[src/rtl/alu_pkg.sv]
package alu_pkg;

  typedef enum logic [1:0] {
    FN_AND  = 2'b00,
    FN_OR   = 2'b01,
    FN_NOTB = 2'b10,
    FN_ADD  = 2'b11
  } alu_fn_e;

  // Bit order follows the microinstruction field, high bit first.
  typedef struct packed {
    alu_fn_e fn;
    logic    en_a;
    logic    en_b;
    logic    inv_a;
    logic    cin;
  } alu_ctl_t;

  typedef struct packed {
    logic left;
    logic right;
  } shift_ctl_t;

endpackage

[src/rtl/operand_gate.sv]
module operand_gate #(
  parameter int WIDTH = 32
) (
  input  logic             en,
  input  logic             inv,
  input  logic [WIDTH-1:0] d,
  output logic [WIDTH-1:0] q
);

  function automatic logic [WIDTH-1:0] gate_fn(input logic e, input logic i,
                                               input logic [WIDTH-1:0] v);
    logic [WIDTH-1:0] g;
    g = e ? v : '0;
    return i ? ~g : g;
  endfunction

  assign q = gate_fn(en, inv, d);

  always_comb begin
    if (!en) begin
      assert_disabled_operand_R1: assert (q == (inv ? {WIDTH{1'b1}} : {WIDTH{1'b0}}))
        else $error("disabled operand not constant");
    end
    if (en && inv) begin
      assert_inverted_operand_R2: assert ((q ^ d) == {WIDTH{1'b1}})
        else $error("inverted operand mismatch");
    end
  end

endmodule

[src/rtl/alu_core.sv]
module alu_core
  import alu_pkg::*;
#(
  parameter int WIDTH = 32
) (
  input  alu_fn_e          fn,
  input  logic             cin,
  input  logic [WIDTH-1:0] a,
  input  logic [WIDTH-1:0] b,
  output logic [WIDTH-1:0] res
);

  localparam logic [WIDTH-1:0] ONE = {{(WIDTH-1){1'b0}}, 1'b1};

  function automatic logic [WIDTH-1:0] add_fn(input logic [WIDTH-1:0] x,
                                              input logic [WIDTH-1:0] y,
                                              input logic c);
    return x + y + (c ? ONE : '0);
  endfunction

  always_comb begin
    unique case (fn)
      FN_AND:  res = a & b;
      FN_OR:   res = a | b;
      FN_NOTB: res = ~b;
      FN_ADD:  res = add_fn(a, b, cin);
      default: res = '0;
    endcase
  end

  always_comb begin
    if (fn == FN_ADD) begin
      assert_sum_inverts_R4: assert ((res - a - (cin ? ONE : '0)) == b)
        else $error("adder result inconsistent");
    end
    if (fn == FN_NOTB) begin
      assert_notb_ignores_a_R3: assert ((res ^ b) == {WIDTH{1'b1}})
        else $error("NOT B mismatch");
    end
  end

endmodule

[src/rtl/result_shifter.sv]
module result_shifter
  import alu_pkg::*;
#(
  parameter int WIDTH  = 32,
  parameter int LSHIFT = 8,
  parameter int RSHIFT = 1
) (
  input  shift_ctl_t       sh,
  input  logic [WIDTH-1:0] d,
  output logic [WIDTH-1:0] q
);

  logic [WIDTH-1:0] stage_l;

  generate
    if (LSHIFT >= WIDTH) begin : g_lwide
      assign stage_l = sh.left ? '0 : d;
    end else begin : g_lnorm
      assign stage_l = sh.left ? (d << LSHIFT) : d;
    end
  endgenerate

  assign q = sh.right ? WIDTH'($signed(stage_l) >>> RSHIFT) : stage_l;

  always_comb begin
    if (!sh.left && !sh.right) begin
      assert_pass_through_R6: assert (q == d) else $error("no-shift altered data");
    end
    if (sh.left && !sh.right && LSHIFT < WIDTH) begin
      assert_left_zero_fill_R7: assert ((q & ~({WIDTH{1'b1}} << LSHIFT)) == '0)
        else $error("left shift low bits not zero");
    end
    if (sh.right) begin
      assert_sign_kept_R8: assert (q[WIDTH-1] == stage_l[WIDTH-1])
        else $error("arithmetic shift lost sign");
    end
  end

endmodule

[src/rtl/datapath_alu.sv]
module datapath_alu
  import alu_pkg::*;
#(
  parameter int WIDTH  = 32,
  parameter int LSHIFT = 8,
  parameter int RSHIFT = 1
) (
  input  logic [5:0]       fn_ctl,
  input  logic [1:0]       sh_ctl,
  input  logic [WIDTH-1:0] a_in,
  input  logic [WIDTH-1:0] b_in,
  output logic [WIDTH-1:0] c_out,
  output logic             neg_flag,
  output logic             zero_flag
);

  alu_ctl_t         ctl;
  shift_ctl_t       shc;
  logic [WIDTH-1:0] a_eff;
  logic [WIDTH-1:0] b_eff;
  logic [WIDTH-1:0] alu_res;

  assign ctl = alu_ctl_t'(fn_ctl);
  assign shc = shift_ctl_t'(sh_ctl);

  operand_gate #(.WIDTH(WIDTH)) u_gate_a (
    .en(ctl.en_a), .inv(ctl.inv_a), .d(a_in), .q(a_eff)
  );

  operand_gate #(.WIDTH(WIDTH)) u_gate_b (
    .en(ctl.en_b), .inv(1'b0), .d(b_in), .q(b_eff)
  );

  alu_core #(.WIDTH(WIDTH)) u_core (
    .fn(ctl.fn), .cin(ctl.cin), .a(a_eff), .b(b_eff), .res(alu_res)
  );

  result_shifter #(.WIDTH(WIDTH), .LSHIFT(LSHIFT), .RSHIFT(RSHIFT)) u_shift (
    .sh(shc), .d(alu_res), .q(c_out)
  );

  assign neg_flag  = alu_res[WIDTH-1];
  assign zero_flag = (alu_res == '0);

  always_comb begin
    assert_flags_exclusive_R10: assert (!(neg_flag && zero_flag))
      else $error("sign and zero both set");
    if (zero_flag) begin
      assert_zero_shifts_zero_R11: assert (c_out == '0)
        else $error("zero result shifted to nonzero");
    end
  end

endmodule

[config.mk]
export PLATFORM = sky130hd
export DESIGN_NAME = datapath_alu
export DESIGN_NICKNAME = d
export VERILOG_FILES = /design/src/rtl/alu_pkg.sv /design/src/rtl/operand_gate.sv /design/src/rtl/alu_core.sv /design/src/rtl/result_shifter.sv /design/src/rtl/datapath_alu.sv
export SDC_FILE = /design/constraint.sdc
export NUM_CORES = 1
export LEC_CHECK = 0
export ABC_AREA = 1
export ABC_CLOCK_PERIOD_IN_PS = 10850
export BUFFER_PORTS_ARGS = -buffer_cell sky130_fd_sc_hd__buf_4
export CAP_MARGIN = 10
export CORE_MARGIN = 2
export CORE_UTILIZATION = 38
export DETAILED_ROUTE_END_ITERATION = 7
export SYNTH_ARGS = -nofsm -noshare
export SYNTH_HDL_FRONTEND = slang
export SYNTH_SLANG_ARGS = --single-unit
[constraint.sdc]
create_clock -name vclk -period 10.85
set_clock_uncertainty 0.1 [all_clocks]
set_input_delay 2.17 -clock vclk [all_inputs]
set_output_delay 2.17 -clock vclk [all_outputs]
set_load 0.01 [all_outputs]
==> impl_metrics.csv <==
group,metric,value,unit
floorplanning,dieHeight,120,um
routing,vias_per_cell,5.05,
timing,min_period,7690,ps
final_layout,area_growth,17.4,%
floorplanning,die_w,120,um
run,drv_cap,0,
global_route,grt_pass1_vias,5865,
routing,drtIter0Drc,477,
timing,slew_violations,0,
floorplanning,core_area,13200,um^2
routing,wl_met2,7910,um
routing,wl_per_cell,14.9,um
placed_design,globalplace.congestion,0.988,
routing,ant_nets,0,
final_layout,fill_cells,1596,
final_layout,num_antenna_cells,0,
worst_setup_path,end_kind,"output port",
routing,drcViolationCount,0,
pwr,power_density,60.9,nW/um^2
timing,tns,0,ps
routing,dr_wl_met3,1440,um
final_layout,drive_gt1_share,12.4,%
synthesis,syn_avg_cell_area,5.01,um^2
global_route,grt_start_max_net_pins,34,
global_route,antenna_found_initial,0,
synthesis,synth_area_leaders,"nand2_1 27%, ha_1 15%, inv_1 14%",
timing,rsz0062_at_grt,"no",
final_layout,most-common-layout-cells,"366 x nand2_1, 185 x inv_1, 108 x buf_4",
timing,timing.fmax,0.130,GHz
timing,worst_pin_slew,833,ps
worst_setup_path,cp_common_cell,"nand2_1",
final_layout,regArea,0,um^2
placed_design,dpl.cell_count,1270,
synthesis,synth_top_cell_by_area,"nand2_1",
floorplanning,ios,106,
worst_setup_path,max_stage_delay,430,ps
timing,final.period_utilization,70.9,%
floorplanning,row_count,42,
worst_setup_path,worst-endpoint-arrival,5420,ps
final_layout,design.seq.count,0,
routing,first_pass_iters,5,
global_route,grt_pass1_wl,30000,um
global_route,grt_usage,25.8,%
routing,num_vias,6408,
worst_setup_path,critPathKind,"in2out",
synthesis,netlist_instances,1019,
worst_setup_path,crit_path_start_kind,"primary input",
placed_design,hpwl,15600,um
clock_tree,cts-resized-gates,0,
min_path,hp-start,"sh_ctl[0]",
timing,maxSlewHeadroom,43.9,%
final_layout,n_clock_buffer,0,
final_layout,multi_input_area,4250,um^2
final_layout,layout_commonest_cell,"nand2_1",
placed_design,io_buffers,106,
worst_setup_path,cp_data_required_time,8580,ps
timing,setup_viol,0,
run_status,status,"finished clean",
routing,met1_length,9290,um
worst_setup_path,critical_path.cell_chain,"buf_4 > xor2_1 > fa_1 > inv_1 > fa_1 > nand2_1 > inv_1 > a21oi_1 > nand3_2 > nand3_2 > nand2_1 > nand2_1 > nand3_1 > nand2_1 > o21ai_0 > o21ai_0 > nand2_1 > o21ai_0 > buf_4",
global_route,grt_overflow,0,
clock_tree,post_cts_buffers,0,
synthesis,syn_area,5100,um^2
worst_setup_path,startpoint,"fn_ctl[1]",
synthesis,synth_cell_type_count,39,
floorplanning,fp.dieArea,14400,um^2
timing,hold_viol,0,
floorplanning,start_util,38.7,%
worst_setup_path,crit_slowest_cell,"buf_4",
synthesis,syn_nets,1153,
synthesis,synth_top_area_share,26.9,%
final_layout,final_cells,1270,
min_path,worstHoldPathType,"in2out",
synthesis,yosys_warnings,0,
pwr,vdd_ir_drop_max,0.0175,mV
clock_tree,postCtsHoldBufs,0,
synthesis,ys_seq_area_share,0,%
routing,wl,18900,um
worst_setup_path,path_max_fanout,33,
pwr,cellLeakagePower,3.60,nW
routing,top_layer,"met4",
final_layout,nets,1230,
## report_power, final
group          leakage [nW]  switching [mW]  internal, mW
sequential                0               0             0
combinational          3.60           0.232         0.133
clock                     0               0             0
## cell usage after synthesis (all sizes together)
master,count
clkinv,1
nor2,70
o31ai,1
or2,8
o21bai,8
buf,20
o22ai,7
ha,60
fa,2
o221ai,13
a2bb2oi,1
nand3b,5
nor3,11
nand3,81
nand2,372
o21a,1
a21boi,2
xor2,31
a31oi,2
mux2i,3
nand4,6
clkbuf,13
a22oi,1
inv,188
o211ai,1
a21oi,49
o21ai,62
## layout make-up
| class | instances | area share [%] |
|---|---|---|
| timing repair buffer | 108 | 13.5 |
| multi-input combinational | 797 | 70.9 |
| tap | 176 | 3.68 |
| inverter | 189 | 11.8 |
## cell families (layout without fill, tap and decap cells)
logic type / count (synthesis) / count (layout) / synth area share (%)
muxes: 3 / 3 / 0.588
xor gates and xnor gates: 31 / 31 / 5.32
adders and majority gates: 62 / 62 / 15.5
and+or+nand+nor: 553 / 553 / 45.4
AOI/OAI and AO/OA: 148 / 148 / 16.5
buffers and inverters: 222 / 297 / 16.7
## worst max-delay path: cells and delay by family
family	cells	cell delay, ps
and+or+nand+nor	8	750
AOI/OAI and AO/OA	4	790
buffers and inverters	4	710
xor gates and xnor gates	1	350
adders and majority gates	2	640
## routing by layer
metal  vias up  track usage, %
li1       3350               -
met1      2841            39.1
met2       204            41.0
met3        13            1.81
met4         0            2.87
met5         -               0
## stage by stage
stage	setup WS (ps)	hold WS (ps)	power, mW	area [um^2]	util (%)
after floorplan	3740	4550	0.241	5100	-
after global placement	3180	4700	0.359	5990	45.4
after detailed placement	3170	4700	0.359	5990	45.4
after CTS	3170	4690	0.361	5990	45.4
after global routing	2880	4730	0.409	5990	45.4
final	3160	4700	0.365	5990	45.4
## worst paths after layout
path | to | slack (ps) | cells after the start
min | c_out[30] | 4700 | 4
max | c_out[10] | 3160 | 19
Power figures use the tool's default switching activity.
